--- src/rtl/lc_pkg.sv ---
package lc_pkg;

  typedef enum logic [1:0] {
    CLS_NONE  = 2'd0,
    CLS_FRAME = 2'd1,
    CLS_SIG   = 2'd2,
    CLS_PAY   = 2'd3
  } bit_cls_e;

  // Digital milliwatt byte k of the selected law
  function automatic logic [7:0] mw_byte(input logic alaw, input logic [2:0] k);
    logic [7:0] u, a;
    case (k)
      3'd0, 3'd3: begin u = 8'h1E; a = 8'h34; end
      3'd1, 3'd2: begin u = 8'h0B; a = 8'h21; end
      3'd4, 3'd7: begin u = 8'h9E; a = 8'hB4; end
      default:    begin u = 8'h8B; a = 8'hA1; end
    endcase
    return alaw ? a : u;
  endfunction

endpackage

--- src/rtl/lc_mode_sync.sv ---
module lc_mode_sync (
  input  logic clk,
  input  logic rst,
  input  logic rx_sync,
  input  logic req_plb,
  input  logic req_flb,
  output logic plb_act,
  output logic flb_act
);

  logic plb_q, flb_q;

  always_comb begin
    flb_act = rx_sync ? req_flb : flb_q;
    plb_act = (rx_sync ? req_plb : plb_q) & ~flb_act;
  end

  always_ff @(posedge clk) begin
    if (rst) begin
      plb_q <= 1'b0;
      flb_q <= 1'b0;
    end else if (rx_sync) begin
      plb_q <= req_plb;
      flb_q <= req_flb;
    end
  end

  // mode state only moves on a frame-start bit
  a_r11_mode_holds_mid_frame: assert property (@(posedge clk) disable iff (rst)
    !rx_sync |=> (plb_q == $past(plb_q)) && (flb_q == $past(flb_q)));

endmodule

--- src/rtl/lc_frame_pos.sv ---
module lc_frame_pos #(
  parameter int FRAME_T1 = 193,
  parameter int FRAME_E1 = 256,
  parameter int POS_W    = $clog2(FRAME_E1),
  parameter int CH_W     = POS_W - 3
) (
  input  logic            clk,
  input  logic            rst,
  input  logic            e1_mode,
  input  logic            rx_sync,
  output logic [CH_W-1:0] chan,
  output logic [2:0]      bit_idx,
  output logic            chan_ok,
  output logic [2:0]      byte_idx
);

  logic [POS_W-1:0] pos_q, pos_cur, pos_m1, pos_last;
  logic [2:0]       byte_q;

  always_comb begin
    pos_last = e1_mode ? POS_W'(FRAME_E1 - 1) : POS_W'(FRAME_T1 - 1);
    if (rx_sync)
      pos_cur = '0;
    else if (pos_q == pos_last)
      pos_cur = '0;
    else
      pos_cur = pos_q + 1'b1;
    pos_m1   = pos_cur - 1'b1;
    byte_idx = rx_sync ? byte_q + 3'd1 : byte_q;
    if (e1_mode) begin
      chan    = pos_cur[POS_W-1:3];
      bit_idx = pos_cur[2:0];
      chan_ok = 1'b1;
    end else begin
      chan    = pos_m1[POS_W-1:3];
      bit_idx = pos_m1[2:0];
      chan_ok = (pos_cur != '0);
    end
  end

  always_ff @(posedge clk) begin
    if (rst) begin
      pos_q  <= '0;
      byte_q <= 3'd7;
    end else begin
      pos_q  <= pos_cur;
      byte_q <= byte_idx;
    end
  end

  // pattern byte index steps once per frame start
  a_r5_byte_steps: assert property (@(posedge clk) disable iff (rst)
    rx_sync |=> byte_q == 3'($past(byte_q) + 3'd1));

endmodule

--- src/rtl/lc_rx_cond.sv ---
module lc_rx_cond #(
  parameter int CHANS = 32,
  parameter int CH_W  = $clog2(CHANS)
) (
  input  logic             clk,
  input  logic             rst,
  input  logic             src_bit,
  input  logic [1:0]       cls,
  input  logic [CH_W-1:0]  chan,
  input  logic [2:0]       bit_idx,
  input  logic             chan_ok,
  input  logic [2:0]       byte_idx,
  input  logic [CHANS-1:0] mask,
  input  logic             alaw,
  input  logic [1:0]       inv_sel,
  input  logic             force_ones,
  input  logic             lof,
  output logic             rx_ser_o
);
  import lc_pkg::*;

  logic [7:0] mw_b;
  logic       ins, b_mw, b_inv, b_out;

  always_comb begin
    mw_b  = mw_byte(alaw, byte_idx);
    ins   = (bit_cls_e'(cls) == CLS_PAY) && chan_ok && mask[chan];
    b_mw  = ins ? mw_b[3'd7 - bit_idx] : src_bit;
    b_inv = ((inv_sel != 2'd0) && (inv_sel == cls)) ? ~b_mw : b_mw;
    b_out = (force_ones && lof) ? 1'b1 : b_inv;
  end

  always_ff @(posedge clk) begin
    if (rst) rx_ser_o <= 1'b0;
    else     rx_ser_o <= b_out;
  end

  // forced ones under loss of frame
  a_r4_force_ones: assert property (@(posedge clk) disable iff (rst)
    (force_ones && lof) |=> rx_ser_o);

  // with no inversion code, non-payload bits pass unchanged
  a_r3_no_inv_passes: assert property (@(posedge clk) disable iff (rst)
    (inv_sel == 2'd0 && !(force_ones && lof) && cls != 2'd3) |=> rx_ser_o == $past(src_bit));

endmodule

--- src/rtl/lc_tx_path.sv ---
module lc_tx_path (
  input  logic       clk,
  input  logic       rst,
  input  logic       e1_mode,
  input  logic       plb_act,
  input  logic       flb_act,
  input  logic       rx_bit,
  input  logic [1:0] cls,
  input  logic       rx_sync,
  input  logic       tx_ser,
  input  logic       tx_sync_in,
  input  logic       chclk_in,
  input  logic       chblk_in,
  output logic       tx_line_o,
  output logic       tx_sync_o,
  output logic       regen_o,
  output logic       chclk_o,
  output logic       chblk_o
);
  import lc_pkg::*;

  logic looped, line_d;

  always_comb begin
    looped = (bit_cls_e'(cls) == CLS_SIG) || (bit_cls_e'(cls) == CLS_PAY);
    if (flb_act)
      line_d = e1_mode ? tx_ser : 1'b1;
    else if (plb_act)
      line_d = looped ? rx_bit : tx_ser;
    else
      line_d = tx_ser;
  end

  always_ff @(posedge clk) begin
    if (rst) begin
      tx_line_o <= 1'b0;
      tx_sync_o <= 1'b0;
      regen_o   <= 1'b0;
      chclk_o   <= 1'b0;
      chblk_o   <= 1'b0;
    end else begin
      tx_line_o <= line_d;
      tx_sync_o <= plb_act ? rx_sync : tx_sync_in;
      regen_o   <= plb_act & ~looped;
      chclk_o   <= chclk_in & ~flb_act;
      chblk_o   <= chblk_in & ~flb_act;
    end
  end

  // reset clears every transmit-side output
  a_r1_reset_clears: assert property (@(posedge clk)
    rst |=> !tx_line_o && !tx_sync_o && !regen_o && !chclk_o && !chblk_o);

  // looped classes carry the received bit with no regeneration request
  a_r6_payload_looped: assert property (@(posedge clk) disable iff (rst)
    (plb_act && looped) |=> (tx_line_o == $past(rx_bit)) && !regen_o);

  // transmit sync follows the receiver in payload loopback
  a_r7_sync_from_rx: assert property (@(posedge clk) disable iff (rst)
    plb_act |=> tx_sync_o == $past(rx_sync));

  // channel gates held low in framer loopback
  a_r8_gates_low: assert property (@(posedge clk) disable iff (rst)
    flb_act |=> !chclk_o && !chblk_o);

  // T1 framer loopback sends all ones
  a_r9_t1_all_ones: assert property (@(posedge clk) disable iff (rst)
    (flb_act && !e1_mode) |=> tx_line_o);

endmodule

--- src/rtl/t1e1_loop_cond.sv ---
module t1e1_loop_cond #(
  parameter int FRAME_T1 = 193,
  parameter int FRAME_E1 = 256
) (
  input  logic        clk,
  input  logic        rst,
  input  logic        e1_mode,
  input  logic        ctl_alaw,
  input  logic        ctl_force_ones,
  input  logic [1:0]  ctl_inv_sel,
  input  logic        ctl_plb,
  input  logic        ctl_flb,
  input  logic [31:0] mw_chan_mask,
  input  logic        rx_bit,
  input  logic [1:0]  rx_cls,
  input  logic        rx_sync,
  input  logic        rx_lof,
  input  logic        tx_ser,
  input  logic        tx_sync_in,
  input  logic        tx_chclk_in,
  input  logic        tx_chblk_in,
  output logic        rx_ser_o,
  output logic        tx_line_o,
  output logic        tx_sync_o,
  output logic        tx_regen_o,
  output logic        tx_chclk_o,
  output logic        tx_chblk_o
);

  localparam int POS_W = $clog2(FRAME_E1);
  localparam int CH_W  = POS_W - 3;
  localparam int CHANS = FRAME_E1 / 8;

  logic            plb_act, flb_act, src_bit, chan_ok;
  logic [CH_W-1:0] chan;
  logic [2:0]      bit_idx, byte_idx;

  lc_mode_sync u_mode (
    .clk(clk), .rst(rst), .rx_sync(rx_sync),
    .req_plb(ctl_plb), .req_flb(ctl_flb),
    .plb_act(plb_act), .flb_act(flb_act)
  );

  lc_frame_pos #(.FRAME_T1(FRAME_T1), .FRAME_E1(FRAME_E1), .POS_W(POS_W), .CH_W(CH_W)) u_pos (
    .clk(clk), .rst(rst), .e1_mode(e1_mode), .rx_sync(rx_sync),
    .chan(chan), .bit_idx(bit_idx), .chan_ok(chan_ok), .byte_idx(byte_idx)
  );

  assign src_bit = flb_act ? tx_ser : rx_bit;

  lc_rx_cond #(.CHANS(CHANS), .CH_W(CH_W)) u_rx (
    .clk(clk), .rst(rst), .src_bit(src_bit), .cls(rx_cls),
    .chan(chan), .bit_idx(bit_idx), .chan_ok(chan_ok), .byte_idx(byte_idx),
    .mask(mw_chan_mask[CHANS-1:0]), .alaw(ctl_alaw), .inv_sel(ctl_inv_sel),
    .force_ones(ctl_force_ones), .lof(rx_lof), .rx_ser_o(rx_ser_o)
  );

  lc_tx_path u_tx (
    .clk(clk), .rst(rst), .e1_mode(e1_mode),
    .plb_act(plb_act), .flb_act(flb_act),
    .rx_bit(rx_bit), .cls(rx_cls), .rx_sync(rx_sync),
    .tx_ser(tx_ser), .tx_sync_in(tx_sync_in),
    .chclk_in(tx_chclk_in), .chblk_in(tx_chblk_in),
    .tx_line_o(tx_line_o), .tx_sync_o(tx_sync_o), .regen_o(tx_regen_o),
    .chclk_o(tx_chclk_o), .chblk_o(tx_chblk_o)
  );

  // in framer loopback the receive output follows the transmit stream
  a_r8_rx_from_tx: assert property (@(posedge clk) disable iff (rst)
    (flb_act && !(ctl_force_ones && rx_lof) && ctl_inv_sel == 2'd0 && rx_cls != 2'd3)
      |=> rx_ser_o == $past(tx_ser));

  // framer loopback wins when both are requested at a frame start
  a_r10_flb_wins: assert property (@(posedge clk) disable iff (rst)
    (ctl_flb && ctl_plb && rx_sync) |=> !tx_regen_o && (tx_sync_o == $past(tx_sync_in)));

endmodule

--- config.mk ---
export PLATFORM = sky130hd
export DESIGN_NAME = t1e1_loop_cond
export DESIGN_NICKNAME = d
export VERILOG_FILES = /design/src/rtl/lc_pkg.sv /design/src/rtl/lc_mode_sync.sv /design/src/rtl/lc_frame_pos.sv /design/src/rtl/lc_rx_cond.sv /design/src/rtl/lc_tx_path.sv /design/src/rtl/t1e1_loop_cond.sv
export SDC_FILE = /design/constraint.sdc
export NUM_CORES = 1
export LEC_CHECK = 0
export CORE_AREA = 2 2 87 47
export DETAILED_ROUTE_END_ITERATION = 10
export DIE_AREA = 0 0 89 49
export GPL_ROUTABILITY_DRIVEN = 0
export GPL_TIMING_DRIVEN = 0
export PLACE_DENSITY = 0.86
export SYNTH_ARGS = -nofsm -noshare
export SYNTH_HDL_FRONTEND = slang
export SYNTH_SLANG_ARGS = --single-unit
--- constraint.sdc ---
create_clock -name clk -period 5.2 [get_ports clk]
set_input_delay 1.04 -clock clk [delete_from_list [all_inputs] [get_ports clk]]
set_output_delay 1.04 -clock clk [all_outputs]
set_load 0.1 [all_outputs]
* Word level (Yosys, flattened, before mapping)
Index checks and enable logic that the tools add are counted.
** Word-level totals
- Logic and storage cells :: 68
- Output and inout bits :: 6
- Register bits :: 19
** Cells by class
- Order comparisons :: 2
- Add/subtract/negate cells :: 4
- Bitwise operators :: 7
- Multiplexer cells :: 25
- Eq/ne operators :: 9
- Reductions and logical operators :: 11
** Operators with widths (count)
- $pmux 8 s3 :: 2
- $mux 8 :: 3
- $mux 1 :: 14
- $add 8x1->8 const B :: 1
- $eq 8x8->1 :: 1
- $reduce_bool 8->1 :: 1
- $sub 8x1->8 const B :: 1
- $eq 3x2->1 const B :: 2
- $eq 3x3->1 const B :: 2
- $lt 5x6->1 const B :: 1
- $mux 3 :: 2
- $mux 6 :: 1
- $reduce_or 2->1 :: 3
- $bmux 1 s5 :: 1
- $mux 5 :: 1
- $and 1x1->1 :: 4
- $eq 2x2->1 const B :: 2
- $logic_and 1x1->1 :: 4
- $lt 3x4->1 const B :: 1
- $add 3x1->3 const B :: 1
- $bmux 1 s3 :: 1
- $eq 3x1->1 const B :: 1
- $logic_not 3->1 :: 1
- $not 1->1 :: 3
- other kinds (4) :: 4

* Depth between registers and ports, before layout
- Depth in word-level cells :: 13
- Gate-level depth with buffers :: 15
- Mapped depth without buffers :: 14

* Modules after synthesis
From an unflattened synthesis, not the netlist that was laid out.
** Second synthesis, totals
- Cell total of the unflattened synthesis :: 167
- Area, all modules :: 1614.0 um^2
** Modules (own cells, without submodules)
- lc_frame_pos :: cells each 98, area each 855.8 um^2, instances 1, sequential area each 220.2 um^2
- lc_rx_cond :: cells each 45, area each 470.5 um^2, instances 1, sequential area each 20.0 um^2
- lc_tx_path :: cells each 14, area each 172.7 um^2, instances 1, sequential area each 100.1 um^2
- lc_mode_sync :: cells each 9, area each 100.1 um^2, instances 1, sequential area each 40.0 um^2
- t1e1_loop_cond :: cells each 1, area each 15.0 um^2, instances 1, sequential area each 0.0 um^2

* Worst setup path after synthesis
Ideal clock, no wire load.
- Kind :: input port to flip-flop
- From :: input e1_mode
- To :: register u_rx.rx_ser_o
- Data arrival time :: 3.638 ns
- Library setup time :: 0.129 ns
- Setup slack :: 1.434 ns
- Cell stages on the path :: 14
- Cell sequence :: or4_1 > o22ai_2 > a21oi_2 > nand2_2 > ha_1 > nand2_1 > o21bai_2 > and2_1 > buf_6 > mux2i_1 > a211o_1 > o31ai_2 > o221ai_1 > nor3b_2
** On the way
- Longest elaborated chain between the ends :: 13
** Ends and longest elaborated chain
- start: declaration :: line t1e1_loop_cond.sv:7 : input logic e1_mode,
- $mux 6 :: line lc_frame_pos.sv:21 : pos_last = e1_mode ? POS_W'(FRAME_E1 - 1) : POS_W'(FRAME_T1 - 1);
- $eq 8x8->1 :: line lc_frame_pos.sv:24 : else if (pos_q == pos_last)
- $mux 8 :: line lc_frame_pos.sv:24
- $mux 8 :: line lc_frame_pos.sv:22 : if (rx_sync)
- $sub 8x1->8 :: line lc_frame_pos.sv:28 : pos_m1 = pos_cur - 1'b1;
- $mux 3 or $mux 5 (tied branches) :: line lc_frame_pos.sv:30 : if (e1_mode) begin
- $sub 3x3->3 or $bmux 1 s5 (tied branches) :: line lc_rx_cond.sv:28, lc_rx_cond.sv:27
- $bmux 1 s3 or $mux 1 (tied branches) :: line lc_rx_cond.sv:28, lc_rx_cond.sv:27
- $mux 1 (implied by the code) or $logic_and 1x1->1 (tied branches) :: line lc_rx_cond.sv:28, lc_rx_cond.sv:27
- $mux 1 (*) :: line lc_rx_cond.sv:28 : b_mw = ins ? mw_b[3'd7 - bit_idx] : src_bit;
- $not 1->1 :: line lc_rx_cond.sv:29 : b_inv = ((inv_sel != 2'd0) && (inv_sel == cls)) ? ~b_mw : b_mw;
- $mux 1 (*) :: line lc_rx_cond.sv:29
- $mux 1 (*) :: line lc_rx_cond.sv:30 : b_out = (force_ones && lof) ? 1'b1 : b_inv;
- end signal: assignment :: line lc_rx_cond.sv:35 : else rx_ser_o <= b_out;
- end: declaration :: line lc_rx_cond.sv:18 : output logic rx_ser_o
Mark *: on every way between the ends. The rest lies on a longest branch, timed or not. The select of a mux whose other input is x is not followed.
A chain may end at the register's enable or synchronous reset.

* Worst setup path in the final report
Same ends and word-level chain as after synthesis.

==> flow_summary.json <==
{
  "status": "completed",
  "clk_pin_slew_ps": 70,
  "timing.final.hold_violations": 0,
  "synthCells": 205,
  "ys_warn_count": 0,
  "core_um2": 3684,
  "layout.cells.non_filler": 316,
  "first_iter_violations": 116,
  "fill_cells": 329,
  "cts_setup_buffers": 0,
  "wire_per_inst_um": 14.03,
  "synthFlopType": "dfxtp_1",
  "worst_setup_path_start_kind": "input pin",
  "grt_pass1_wl_um": 7307,
  "cts_buffer_depth": 2,
  "dieArea_um2": 4361,
  "vias_per_cell": 5.585,
  "ios": 56,
  "worstPathArrival_ps": 4770,
  "setup_viol": 0,
  "port-buffer-count": 53,
  "syn_area_um2": 1765,
  "fin_hold_ws_ps": 497.0,
  "min_period_over_period_pct": 89.15,
  "period_needed_ps": 4636,
  "worstSetupEndpointType": "flop",
  "ant_nets": 0,
  "worst_slack_ps": 564.4,
  "synth_cell_types": 57,
  "dp.final_hpwl_um": 3617,
  "diodes": 0,
  "worstSkewPairLatency_ps": 260,
  "peakVddDrop_mv": 0.1486,
  "grt_max_degree": 12,
  "async_reset_ff_share_pct": 0,
  "dr.pass1.iters": 4,
  "synth_nets": 263,
  "final_common_cell": "clkdlybuf4s50_1",
  "leakage_nw": 0.9608,
  "dieWidth_um": 89,
  "cts_num_sinks": 19,
  "drc": 0,
  "synth_edf_count": 0,
  "path_cells": "clkdlybuf4s50_1 > clkbuf_1 > nand3_1 > a21oi_1 > a21oi_2 > nand2_2 > ha_1 > nand2_1 > o211ai_2 > nand2_2 > a211oi_1 > a211oi_1 > nor4b_2 > o221ai_1 > nor3b_2",
  "fmax_ghz": 0.2157,
  "slowest_delay_ps": 530,
  "nets": 321,
  "h-tree-depth": 1,
  "final_util_pct": 65.42,
  "wl_um": 4433,
  "layout-drive-gt1-share_pct": 10.69,
  "cpMaxStageDelayCell": "clkdlybuf4s50_1",
  "grt_overflow_total": 0,
  "finalClockSkew_ps": 5.985,
  "antenna_found_initial": 0,
  "cts-root-buf": "clkbuf_8",
  "final_cell_mix": "clkdlybuf4s50_1 (53), mux2i_1 (23), dfxtp_1 (19), nor2_1 (16), nand2_1 (13)",
  "die-height_um": 49,
  "maxSlewViolCount": 0,
  "power_uw": 449.7,
  "dp.cells": 312,
  "setup_tns_ps": 0,
  "dpl_worst_slack_ps": 364.6,
  "cts_resized": 0,
  "ys_ff_latch": 19,
  "cts_hold_buf": 0,
  "fp-row-count": 16,
  "powerDensity_nw_per_um2": 186.6,
  "drv_cap": 0,
  "grt_pass1_vias": 1591,
  "design_area_um2": 2410,
  "worst_pin_slew_ps": 984.9,
  "seq_area_frac_synth_pct": 21.55,
  "crit_required_ps": 5340,
  "start_util_pct": 47.93,
  "place_area_um2": 2364,
  "dr_total_vias": 1765,
  "rsz0062_at_grt": "no",
  "critical_path_peak_fanout": 10,
  "syn_avg_cell_area_um2": 8.612,
  "cts_inserted_buffers": 3,
  "cts_tree": "built",
  "hp-class": "flop to flop",
  "syn_to_final_growth_pct": 36.50,
  "grt_usage_pct": 21.21,
  "slew_headroom_pct": 34.14,
  "crit_type": "input pin to flop"
}
## state kept, by name, summed over array words and instances, names as in the netlist
register / flops
u_tx.tx_line_o: 1
u_tx.tx_sync_o: 1
u_pos.byte_q: 3
u_rx.rx_ser_o: 1
u_tx.regen_o: 1
u_tx.chclk_o: 1
u_pos.pos_q: 8
u_mode.plb_q: 1
u_mode.flb_q: 1
u_tx.chblk_o: 1
## path summary, 6_finish.rpt
kind | startpoint | to | slack [ps] | cells past startpoint
setup / recovery | e1_mode | u_rx.rx_ser_o | 560 | 15
hold / removal | u_mode.plb_q | u_mode.plb_q | 500 | 2
setup reg to reg | u_pos.pos_q[0] | u_rx.rx_ser_o | 1660 | 13
hold reg to reg | u_mode.plb_q | u_mode.plb_q | 500 | 2
## per-layer routing
metal	track usage [%]	routed length [µm]
met1	31.62	2143
met2	30.97	1826
met3	6.430	460
met4	2.239	3
met5	0	0
## synth_stat cells (all sizes together), types with 2 or more instances
cell	instances	share of area, %
nor3b	4	2.0
nor3	9	2.6
mux2i	23	13
xnor2	7	3.5
buf	5	2.8
dfxtp	19	22
xor2	2	0.99
nand2b	6	2.1
a211oi	11	5.0
nor2	16	3.4
inv	6	1.3
a21oi	10	3.0
and2	6	2.1
o21ai	6	1.7
nand2	15	3.5
a31oi	3	1.1
clkbuf	4	0.85
and3	5	1.8
o22ai	3	2.2
or3	3	1.1
ha	8	5.7
nand3	6	1.7
## critical path: cells and delay by family
| kind | cells | cell delay (ps) |
|---|---|---|
| AOI/OAI and AO/OA | 6 | 1440 |
| adders and majority gates | 1 | 150 |
| buffers and inverters | 2 | 950 |
| and+or+nand+nor | 6 | 1190 |
## kinds of logic (layout without fill, tap and decap cells)
kind of cell,after synthesis,in the layout,synth area share [%]
adder cells (fa/ha/maj),8,8,5.670
flip-flops,19,19,21.54
XOR/XNOR,9,9,4.465
AO/OA/AOI/OAI,50,50,23.11
multiplexers,24,24,13.89
AND/OR/NAND/NOR,79,79,26.22
buffers and inverters,16,73,5.102
## final cells by class
type | instances | area (µm²) | area share (%)
repair buffers | 53 | 530.5 | 22.01
multi-input cells | 170 | 1295 | 53.74
well taps | 54 | 67.56 | 2.804
clock inverters | 1 | 5.005 | 0.2077
inverters | 7 | 26.28 | 1.090
clock buffers | 3 | 41.29 | 1.713
flip-flops and latches | 19 | 380.4 | 15.78
plain buffers | 9 | 63.81 | 2.648
## where the power goes
group	total (mW)	internal, mW	switching [mW]
registers	0.158	0.153	0.00451
logic	0.183	0.0881	0.0953
clock network	0.108	0.0534	0.0550
total	0.450	0.295	0.155
No activity file was read; power rests on OpenSTA's default activity.
